==> src/rtl/mcd_pkg.sv <==
// Shared types and the lag table for the multiphase divider.
// Assumes the counter is at most 8 bits wide and there are four main outputs.
package mcd_pkg;

    localparam int NUM_FOUT = 4;

    typedef enum logic [1:0] {
        PH_ALIGN = 2'b00,
        PH_QUAD  = 2'b01,
        PH_MIXED = 2'b10,
        PH_STEP  = 2'b11
    } ph_mode_e;

    // Lag of output idx in fast ticks, two's complement (a negative value is a lead).
    function automatic logic [7:0] lag_ticks(ph_mode_e mode, int idx, logic [7:0] quarter);
        logic [7:0] k;
        k = 8'(idx);
        case (mode)
            PH_QUAD:  lag_ticks = 8'(k * quarter);
            PH_STEP:  lag_ticks = k;
            PH_MIXED: begin
                case (idx)
                    1:       lag_ticks = 8'd1;
                    2:       lag_ticks = 8'hFF;
                    3:       lag_ticks = 8'(8'd0 - quarter);
                    default: lag_ticks = 8'd0;
                endcase
            end
            default:  lag_ticks = 8'd0;
        endcase
    endfunction

endpackage

==> src/rtl/mcd_ref_step.sv <==
// Builds the step enable. In normal mode it steps on every fast tick. In test
// mode it steps once per rising edge of ref_in, seen through two registers.
// Assumes ref_in changes no faster than once every two fast ticks.
module mcd_ref_step (
    input  logic clk,
    input  logic rst_n,
    input  logic test_en,
    input  logic ref_in,
    output logic adv
);
    logic ref_s1_q;
    logic ref_s2_q;

    // Sample the reference and keep one older copy for edge detection.
    always_ff @(posedge clk) begin
        if (!rst_n) begin
            ref_s1_q <= 1'b0;
            ref_s2_q <= 1'b0;
        end else begin
            ref_s1_q <= ref_in;
            ref_s2_q <= ref_s1_q;
        end
    end

    // Select the stepping source.
    always_comb begin
        adv = test_en ? (ref_s1_q & ~ref_s2_q) : 1'b1;
    end
endmodule

==> src/rtl/mcd_tick_counter.sv <==
// Phase counter with period 4 or 8 and the active configuration registers.
// The configuration is loaded in reset and only at the wrap to zero after that.
// Assumes CNT_W >= 3 so that a quarter period is at least one tick.
module mcd_tick_counter
    import mcd_pkg::*;
#(
    parameter int CNT_W = 3
) (
    input  logic             clk,
    input  logic             rst_n,
    input  logic             adv,
    input  logic             div_sel,
    input  logic [1:0]       phsel,
    output logic [CNT_W-1:0] cnt_q,
    output logic [CNT_W-1:0] cnt_d,
    output logic             div_q,
    output logic             div_d,
    output ph_mode_e         ph_q,
    output ph_mode_e         ph_d,
    output logic             wrap
);
    localparam int DIV_LO = 2 ** (CNT_W - 1);
    localparam int DIV_HI = 2 ** CNT_W;
    localparam logic [CNT_W-1:0] MASK_LO = CNT_W'(DIV_LO - 1);
    localparam logic [CNT_W-1:0] MASK_HI = CNT_W'(DIV_HI - 1);

    logic [CNT_W-1:0] mask;

    // Next counter value and wrap detection under the active divide.
    always_comb begin
        mask  = div_q ? MASK_HI : MASK_LO;
        cnt_d = adv ? ((cnt_q + CNT_W'(1)) & mask) : cnt_q;
        wrap  = adv && (cnt_d == '0);
        div_d = wrap ? div_sel : div_q;
        ph_d  = wrap ? ph_mode_e'(phsel) : ph_q;
    end

    // State update, with the configuration taken from the inputs during reset.
    always_ff @(posedge clk) begin
        if (!rst_n) begin
            cnt_q <= '0;
            div_q <= div_sel;
            ph_q  <= ph_mode_e'(phsel);
        end else begin
            cnt_q <= cnt_d;
            div_q <= div_d;
            ph_q  <= ph_d;
        end
    end
endmodule

==> src/rtl/mcd_phase_gen.sv <==
// Combinational level of each main output for a given counter value and pattern.
// Assumes the counter wraps at a power of two no larger than 2**CNT_W.
module mcd_phase_gen
    import mcd_pkg::*;
#(
    parameter int CNT_W = 3
) (
    input  logic [CNT_W-1:0]    cnt,
    input  logic                div,
    input  ph_mode_e            ph,
    output logic [NUM_FOUT-1:0] lvl
);
    localparam int DIV_LO = 2 ** (CNT_W - 1);
    localparam int DIV_HI = 2 ** CNT_W;

    logic [CNT_W-1:0] mask;
    logic [CNT_W-1:0] half;
    logic [7:0]       quarter;

    // Period-dependent constants.
    always_comb begin
        mask    = div ? CNT_W'(DIV_HI - 1) : CNT_W'(DIV_LO - 1);
        half    = div ? CNT_W'(DIV_HI / 2) : CNT_W'(DIV_LO / 2);
        quarter = div ? 8'(DIV_HI / 4) : 8'(DIV_LO / 4);
    end

    for (genvar i = 0; i < NUM_FOUT; i++) begin : g_out
        logic [7:0]       lag;
        logic [CNT_W-1:0] shifted;
        // Shift the counter back by this output's lag and compare with half a period.
        always_comb begin
            lag     = lag_ticks(ph, i, quarter);
            shifted = (cnt - lag[CNT_W-1:0]) & mask;
            lvl[i]  = (shifted < half);
        end
    end
endmodule

==> src/rtl/mcd_out_stage.sv <==
// Output registers: bank gating, half-rate and double-rate outputs, step toggle pair.
// Assumes the inputs are the next-state values from the counter.
module mcd_out_stage
    import mcd_pkg::*;
#(
    parameter int CNT_W = 3
) (
    input  logic                clk,
    input  logic                rst_n,
    input  logic                adv,
    input  logic                wrap,
    input  logic [CNT_W-1:0]    cnt_d,
    input  logic                div_d,
    input  logic [NUM_FOUT-1:0] lvl,
    input  logic                en_a,
    input  logic                en_b,
    output logic [NUM_FOUT-1:0] fout,
    output logic                hfout,
    output logic                x2fout,
    output logic                fast_p,
    output logic                fast_n,
    output logic                hf_q
);
    localparam int DIV_LO = 2 ** (CNT_W - 1);
    localparam int DIV_HI = 2 ** CNT_W;
    localparam int HALF_N = NUM_FOUT / 2;

    logic [CNT_W-1:0]    sub_mask;
    logic [CNT_W-1:0]    sub_half;
    logic                x2_lvl;
    logic                hf_d;
    logic [NUM_FOUT-1:0] bank_en;

    // Double-rate level, next half-rate state and per-output enables.
    always_comb begin
        sub_mask = div_d ? CNT_W'(DIV_HI / 2 - 1) : CNT_W'(DIV_LO / 2 - 1);
        sub_half = div_d ? CNT_W'(DIV_HI / 4) : CNT_W'(DIV_LO / 4);
        x2_lvl   = ((cnt_d & sub_mask) < sub_half);
        hf_d     = wrap ? ~hf_q : hf_q;
        bank_en  = {{(NUM_FOUT - HALF_N){en_b}}, {HALF_N{en_a}}};
    end

    // Register all outputs, gated by their bank enable.
    always_ff @(posedge clk) begin
        if (!rst_n) begin
            fout   <= '0;
            hfout  <= 1'b0;
            x2fout <= 1'b0;
            hf_q   <= 1'b0;
            fast_p <= 1'b0;
            fast_n <= 1'b1;
        end else begin
            fout   <= lvl & bank_en;
            hfout  <= hf_d & en_b;
            x2fout <= x2_lvl & en_b;
            hf_q   <= hf_d;
            if (adv) begin
                fast_p <= ~fast_p;
                fast_n <= fast_p;
            end
        end
    end
endmodule

==> src/rtl/mcd_multiphase_div.sv <==
// Top of the multiphase divider: step source, phase counter, phase decode, output stage.
// Assumes a single fast clock and a synchronous active-low reset.
module mcd_multiphase_div
    import mcd_pkg::*;
#(
    parameter int CNT_W = 3
) (
    input  logic        clk,
    input  logic        rst_n,
    input  logic        test_en,
    input  logic        ref_in,
    input  logic        div_sel,
    input  logic [1:0]  phsel,
    input  logic        en_a,
    input  logic        en_b,
    output logic [3:0]  fout,
    output logic        hfout,
    output logic        x2fout,
    output logic        fast_p,
    output logic        fast_n
);
    logic                adv;
    logic                wrap;
    logic [CNT_W-1:0]    cnt_q;
    logic [CNT_W-1:0]    cnt_d;
    logic                div_q;
    logic                div_d;
    ph_mode_e            ph_q;
    ph_mode_e            ph_d;
    logic [NUM_FOUT-1:0] lvl;
    logic                hf_q;

    mcd_ref_step u_step (
        .clk(clk), .rst_n(rst_n), .test_en(test_en), .ref_in(ref_in), .adv(adv)
    );

    mcd_tick_counter #(.CNT_W(CNT_W)) u_cnt (
        .clk(clk), .rst_n(rst_n), .adv(adv), .div_sel(div_sel), .phsel(phsel),
        .cnt_q(cnt_q), .cnt_d(cnt_d), .div_q(div_q), .div_d(div_d),
        .ph_q(ph_q), .ph_d(ph_d), .wrap(wrap)
    );

    mcd_phase_gen #(.CNT_W(CNT_W)) u_phase (
        .cnt(cnt_d), .div(div_d), .ph(ph_d), .lvl(lvl)
    );

    mcd_out_stage #(.CNT_W(CNT_W)) u_out (
        .clk(clk), .rst_n(rst_n), .adv(adv), .wrap(wrap), .cnt_d(cnt_d),
        .div_d(div_d), .lvl(lvl), .en_a(en_a), .en_b(en_b), .fout(fout),
        .hfout(hfout), .x2fout(x2fout), .fast_p(fast_p), .fast_n(fast_n),
        .hf_q(hf_q)
    );
endmodule

==> config.mk <==
export PLATFORM = sky130hd
export DESIGN_NAME = mcd_multiphase_div
export DESIGN_NICKNAME = d
export VERILOG_FILES = /design/src/rtl/mcd_pkg.sv /design/src/rtl/mcd_ref_step.sv /design/src/rtl/mcd_tick_counter.sv /design/src/rtl/mcd_phase_gen.sv /design/src/rtl/mcd_out_stage.sv /design/src/rtl/mcd_multiphase_div.sv
export SDC_FILE = /design/constraint.sdc
export NUM_CORES = 1
export LEC_CHECK = 0
export ABC_CLOCK_PERIOD_IN_PS = 4230
export BUFFER_PORTS_ARGS = -buffer_cell sky130_fd_sc_hd__buf_4
export CAP_MARGIN = 0
export CORE_MARGIN = 4
export CORE_UTILIZATION = 57
export DETAILED_ROUTE_END_ITERATION = 10
export GPL_TIMING_DRIVEN = 0
export HOLD_SLACK_MARGIN = 0.02
export PLACE_DENSITY = 0.81
export SLEW_MARGIN = 20
export SYNTH_ARGS = -nofsm -noshare
export SYNTH_HDL_FRONTEND = slang
export SYNTH_SLANG_ARGS = --single-unit
==> constraint.sdc <==
create_clock -name clk -period 4.23 [get_ports clk]
set_input_delay 0 -clock clk [delete_from_list [all_inputs] [get_ports clk]]
set_output_delay 0 -clock clk [all_outputs]
set_load 0.01 [all_outputs]
==> run metrics, run 1 <==
status=finished clean; Seq/Total Area, Yosys=36.27%; port bufs=15; WP depth=9; Yosys reg bits=17; reg-to-reg startpoint=u_cnt.cnt_q[0]; Initial Util=61.58%; asr flop ratio synth=0%; Largest Register=u_out.fout; All-Layer GR Usage=17.25%; clk_lat worst skew=0.29 ns; CTS tree=done; Avg Inst Size Synth=9.878 um^2; VDD IR max=0.0002925 V; kind of critical path=flip-flop to flip-flop; pwr dens=373.8 nW/um^2; pre-CTS WS=1.218 ns; delay-heaviest family, CP=compound AO/OA/AOI/OAI gates; Initial DRT Pass Iterations=4; unrepaired setup endpoints after global routing=false; FF-to-FF setup slack=1.21 ns; layout cells sized above 1=24.59%; Net Count, Synth=108; Crit path buffers/inverters=1; most frequent cells in the layout=dfxtp_1 (17), buf_4 (15), nor2_1 (9); GPL Wtd Cong=0.7889; Worst-Margin Slew=0.5023 ns; Flop pwr share=42.7%; first-pass GRT wire length=3332 um; Final Critical Period=3.023 ns; DRC errors left=0; R2R cell count=9; total number of vias=749; Routed Antenna Nets=0; Layout area overhead=25.60%; CP Data Arrival Time=3.21 ns; htree depth=1; CTS Buffer Depth=2; reg-to-reg endpoint=u_out.fout[2]; Die X=48.58 um; final count of hold timing violations=0; placed cells=126; Wirelength per Cell=12.91 um; largest net degree at the start of global routing=11; P_sw=0.1480 mW; Leak=0.5163 nW; logic gate share of total power=37.2%; Hold Path End=u_out.hfout; commonest non-fill, non-tap cell in the layout=dfxtp_1; internal power=0.2926 mW; Worst setup EP type=flip-flop; Final Max Tran Viols=0; Hold Crit Start=en_b; post-route clock period utilization=71.46%; Die Span Y=48.58 um; Clock Power Share=20.1%; Cell Rows=14; Clock transition at path regs=0.10 ns; Regs by FF count=u_out.fout (4), u_cnt.cnt_q (3), u_cnt.ph_q (2); Clock Root Buffer=clkbuf_4; I/O Pins=17; nets=136; vias in the first global route=783; grt ovf=0; worst relative slew slack=65.55%; max reg flops=4; worst setup margin=1.207 ns; CP Data Required Time=4.42 ns; Num CTS Buffers=3; crit-path cells=ha_1 -> or2b_1 -> a221oi_4 -> mux2_2 -> a21oi_1 -> inv_1 -> fa_1 -> nor3b_1 -> a221o_1; final core utilization=77.34%; n_diodes=0; count of different cell masters after synthesis=37; setup violators final=0; initial antenna violation count=0; final WL=1782 um; maxcap violations=0; cell count after synthesis=95; Sw Ratio=33.59%; Die ar.=2360 um^2; post-CTS setup buffer count=0; TNS Setup=0 ns; Startpoint Class=flip-flop; synthesized area=938.4 um^2; max incr delay on CP=0.43 ns; Ys Warns=0; Post-DP HPWL=1340 um; CP max FO=6; Final Instance Count excl. Fillers=138; post-DR vias/cell=5.428; fmax=0.3308 GHz; WHS Path Cells=3; Final Skew=0.002934 ns; CTS Sinks=17; Core ar.=1524 um^2; Post-synth EDFFs=0; DRT iter0 DRCs=15; worst min path class=input port to flip-flop; FILL cells=106; Max stage delay cell, worst path=mux2_2; Main synth FF type=dfxtp_1
## worst min-delay path, cell delays in order
cell	delay (ns)
buf_4	0.08
nand2_1	0.12
nor2_1	0.12
## timing repair
action                                  in CTS  in global routing
endpoints found under the hold margin        7                  0
endpoints found under the setup margin       0                  0
hold buffers                                 8                  0
gates resized for setup                      0                  0
## power groups by stage
| stage | Combinational [mW] | Clock, mW | Sequential (mW) |
|---|---|---|---|
| finish | 0.164 | 0.0886 | 0.188 |
| global route | 0.183 | 0.102 | 0.191 |
| CTS | 0.164 | 0.0892 | 0.188 |
| detailed placement | 0.158 | 0 | 0.192 |
| global placement | 0.152 | 0 | 0.191 |
| floorplan | 0.109 | 0 | 0.196 |
## kinds of logic after synthesis
group / Yosys count / share of synthesized area (%)
AND/OR/NAND/NOR: 30 / 17.33
XOR/XNOR: 9 / 9.201
buffers and inverters: 7 / 3.733
flip-flops: 17 / 36.27
adder cells (fa/ha/maj): 4 / 7.733
AO/OA/AOI/OAI: 22 / 19.07
multiplexers: 6 / 6.667
## area by class of cell
cell class / count / area (um^2) / area share [%]
Buffer: 4 / 23.77 / 2.017
Sequential cell: 17 / 340.3 / 28.87
Clock inverter: 1 / 5.005 / 0.4246
Multi-Input combinational cell: 71 / 563.0 / 47.77
Clock buffer: 3 / 22.52 / 1.911
Inverter: 3 / 11.26 / 0.9554
Timing Repair Buffer: 23 / 192.7 / 16.35
Tap cell: 16 / 20.02 / 1.699
## worst max-delay path by stage
stage	startpoint	to
floorplan	u_cnt.cnt_q[0]	u_out.fout[2]
global placement	u_cnt.cnt_q[0]	u_out.fout[2]
detailed placement	u_cnt.cnt_q[0]	u_out.fout[2]
CTS	u_cnt.cnt_q[0]	u_out.fout[2]
global route	u_cnt.cnt_q[0]	u_out.fout[2]
finish	u_cnt.cnt_q[0]	u_out.fout[2]
## synthesized netlist by cell type (2+ instances only)
| cell | n | share of area [%] |
|---|---|---|
| nor2b_1 | 2 | 1.3 |
| a211oi_1 | 3 | 2.4 |
| dfxtp_1 | 17 | 36 |
| xor2_1 | 5 | 4.7 |
| and2_1 | 5 | 3.3 |
| nand2_1 | 5 | 2.0 |
| clkbuf_1 | 2 | 0.80 |
| nor3_1 | 2 | 1.1 |
| nor2_1 | 9 | 3.6 |
| a21oi_1 | 6 | 3.2 |
| xnor2_1 | 3 | 2.8 |
| o21ai_0 | 2 | 1.1 |
| mux2_2 | 2 | 2.4 |
| mux2i_1 | 4 | 4.3 |
| inv_1 | 3 | 1.2 |
| fa_1 | 3 | 6.4 |
| a21o_1 | 2 | 1.6 |
## metrics by stage
stage / total power [mW] / hold WS, ns / cell area, um^2
6_report: 0.4405 / 0.05813 / 1179
5_1_grt: 0.4762 / 0.06108 / 1179
4_1_cts: 0.4415 / 0.06369 / 1179
3_5_place_dp: 0.3501 / 0.2261 / 1071
3_3_place_gp: 0.3430 / 0.2092 / 1071
2_1_floorplan: 0.3052 / 0.1273 / 938.4
## per-layer routing
layer	GRT usage, %	part of all wire (%)	wire length, um
met3	3.681	4.3	77
met1	21.86	47	833
met4	8.072	1.9	34
met2	27.61	47	836
met5	0	0	0
No activity file was read; power rests on OpenSTA's default activity.
==> run 2: changes to the inputs <==
- ABC_AREA: default -> 1
- ABC_CLOCK_PERIOD_IN_PS: 4230 -> 2900
- CORE_UTILIZATION: 57 -> 53
- PLACE_DENSITY: 0.81 -> 0.76
- clock period: 4.23 -> 2.9 ns (I/O delays scaled with it)
==> run 2 against run 1 <==
  * Synthesized area grew 1.3%
  * First-iteration DRC count shrank 13%
  * Cell count grew 23%
  * Via count grew 11%
  * Largest cell class unchanged
  * Largest power group unchanged
==> run metrics, run 2 <==
Leak=0.6000 nW (+16%); Avg Inst Size Synth=8.127 um^2 (-18%); final core utilization=70.77% (-6.6 points); cell count after synthesis=117 (+23%); clk_lat worst skew=0.29 ns (about the same); Die ar.=2536 um^2 (+7.5%); CP Data Arrival Time=2.65 ns (-0.56 ns); post-route clock period utilization=82.73% (+11 points); vias in the first global route=781 (-0.26%); worst min path class=input port to flip-flop; Ys Warns=0 (unchanged); htree depth=1 (unchanged); CTS Buffer Depth=2 (unchanged); kind of critical path=flip-flop to flip-flop; commonest non-fill, non-tap cell in the layout=nand2_1; worst setup margin=0.5009 ns (-0.7064 ns); n_diodes=0 (unchanged); post-CTS setup buffer count=0 (unchanged); crit-path cells=ha_1 -> nand2_1 -> clkinv_1 -> nor2_2 -> nand3_2 -> nand4_1 -> nand2_4 -> inv_2 -> nand2_1 -> a21oi_2 -> o21ai_1 -> fa_1 -> a21oi_1 -> nand2_1 -> inv_1; Routed Antenna Nets=0 (unchanged); Die X=50.36 um (+3.7%); cell with the most instances after synthesis=nand2_1; Area contributors post-synth=dfxtp_1 (36%), nand2_1 (7.5%), fa_1 (6.3%), inv_1 (6.3%), nand2_4 (5.9%); first-pass GRT wire length=3160 um (-5.2%); Core ar.=1708 um^2 (+12%); asr flop ratio synth=0% (unchanged); Main synth FF type=dfxtp_1; CTS Sinks=17 (unchanged); leading area contributor after synthesis=dfxtp_1; Die Span Y=50.36 um (+3.7%); DRT iter0 DRCs=13 (-2); initial antenna violation count=0 (unchanged); post-cts sizing count=0 (unchanged); CP Data Required Time=3.15 ns (-1.27 ns); grt ovf=0 (unchanged); count of different cell masters after synthesis=27 (-27%); post-DR vias/cell=4.871 (-10%); I/O Pins=17 (unchanged); status=finished clean; TNS Setup=0 ns (unchanged); max incr delay on CP=0.44 ns (about the same); Clock Root Buffer=clkbuf_4; Max stage delay cell, worst path=fa_1; Net Count, Synth=130 (+20%); Final Skew=0.007012 ns (+0.004078 ns); Seq/Total Area, Yosys=35.79% (-0.48 points); CTS tree=done; Post-synth EDFFs=0 (unchanged); fmax=0.4168 GHz (+26%); Clock transition at path regs=0.10 ns (about the same); Tot Pwr=0.6483 mW (+47%); Wirelength per Cell=10.85 um (-16%); Cell Rows=15 (+1); Largest Register=u_out.fout; layout cells sized above 1=27.59% (+3.0 points); Worst-Margin Slew=0.8939 ns (+0.3916 ns); maxcap violations=0 (unchanged); pwr dens=536.4 nW/um^2 (+44%); largest net degree at the start of global routing=11 (unchanged); Layout area overhead=27.11%; Initial Util=55.68% (-5.9 points); total number of vias=828 (+11%); Final Critical Period=2.399 ns (-0.6236 ns); synthesized area=950.9 um^2 (+1.3%); Worst setup EP type=flip-flop; Yosys reg bits=17 (unchanged); Final Max Tran Viols=0 (unchanged); Startpoint Class=flip-flop; Post-DP HPWL=1419 um (+5.9%); port bufs=16 (+1); post-synth top area share=35.79% (-0.48 points); Commonest cells post-synth=nand2_1 (19), dfxtp_1 (17), inv_1 (16), nor2_1 (12), nand3_1 (8); worst relative slew slack=39.78% (-26 points); setup violators final=0 (unchanged); most used cell, CP=nand2_1; pre-CTS WS=0.5003 ns (-0.7182 ns); final WL=1845 um (+3.5%); Num CTS Buffers=3 (unchanged); nets=159 (+17%); most frequent cells in the layout=nand2_1 (19), dfxtp_1 (17), inv_1 (16), buf_4 (16), nor2_1 (12); hold_buf cts=8 (unchanged); Regs by FF count=u_out.fout (4), u_cnt.cnt_q (3), u_cnt.ph_q (2); max reg flops=4 (unchanged); CP max FO=10 (+4); DRC errors left=0 (unchanged); final count of hold timing violations=0 (unchanged); Initial DRT Pass Iterations=4 (unchanged); GPL Wtd Cong=0.7966 (+0.98%); unrepaired setup endpoints after global routing=false; All-Layer GR Usage=16.40% (-0.85 points); VDD IR max=0.0003167 V (+8.3%)
run 2: cell types whose count changed in the layout (fill, tap and decap cells not counted), sizes merged, moves of 3 or more:
cell / change
nand2: +25
a21oi: -3
and2: -6
nand3: +11
xnor2: -4
o21ai: +4
mux2i: -4
nor2: +5
inv: +16
nand4: +3
run 2: worst paths after layout:
path | from | endpoint | slack, ns | cells past startpoint
worst min-delay path | test_en | u_out.fast_p | 0.08 | 3
worst max-delay path | u_cnt.cnt_q[0] | u_out.fout[3] | 0.50 | 15
worst max register to register | u_cnt.cnt_q[0] | u_out.fout[3] | 0.50 | 15
worst min register to register | u_step.ref_s1_q | u_step.ref_s2_q | 0.45 | 2
run 2: through the flow:
stage | cell area [um^2] | std cells | hold WS (ns)
floorplan | 950.9 | 117 | 0.09345
global placement | 1102 | 158 | 0.1915
detailed placement | 1102 | 158 | 0.1936
CTS | 1209 | 170 | 0.07669
global route | 1209 | 170 | 0.08605
finish | 1209 | 170 | 0.08192
run 2: power by group:
| group | switching, mW | leakage (nW) | internal, mW |
|---|---|---|---|
| combinational | 0.148 | 0.444 | 0.103 |
| sequential | 0.0106 | 0.141 | 0.259 |
| clock | 0.0742 | 0.0150 | 0.0535 |
run 2: metal layers:
metal | GRT usage, % | up-vias | part of all wire, % | routed length [um]
li1 | - | 424 | - | -
met1 | 18.27 | 378 | 44 | 821
met2 | 29.13 | 21 | 48 | 883
met3 | 4.451 | 5 | 6.1 | 113
met4 | 6.726 | 0 | 1.5 | 27
met5 | 0 | - | 0 | 0
run 2: worst max-delay path: cells and delay by family (launching register included):
family	cells	cell delay, ns
buf+inv	3	0.19
fa+ha+maj	2	0.65
simple gates	7	0.76
compound gates	3	0.43
flops	1	0.32
run 2: final cells by class:
type / instances / area (um^2)
sequential: 17 / 340.3
buffer: 1 / 3.754
multi-input combinational: 79 / 529.3
tap: 25 / 31.28
clock buffer: 4 / 26.28
timing repair buffer: 24 / 200.2
fill: 133 / 499.2
inverter: 20 / 77.57
run 2: kinds of logic after synthesis:
kind of cell    count (synthesis)  share of synthesized area (%)
compound gates                 13                          8.684
simple gates                   59                          36.58
fa+ha+maj                       4                          7.632
xor+xnor                        3                          2.764
buf+inv                        21                          8.553
flops                          17                          35.79
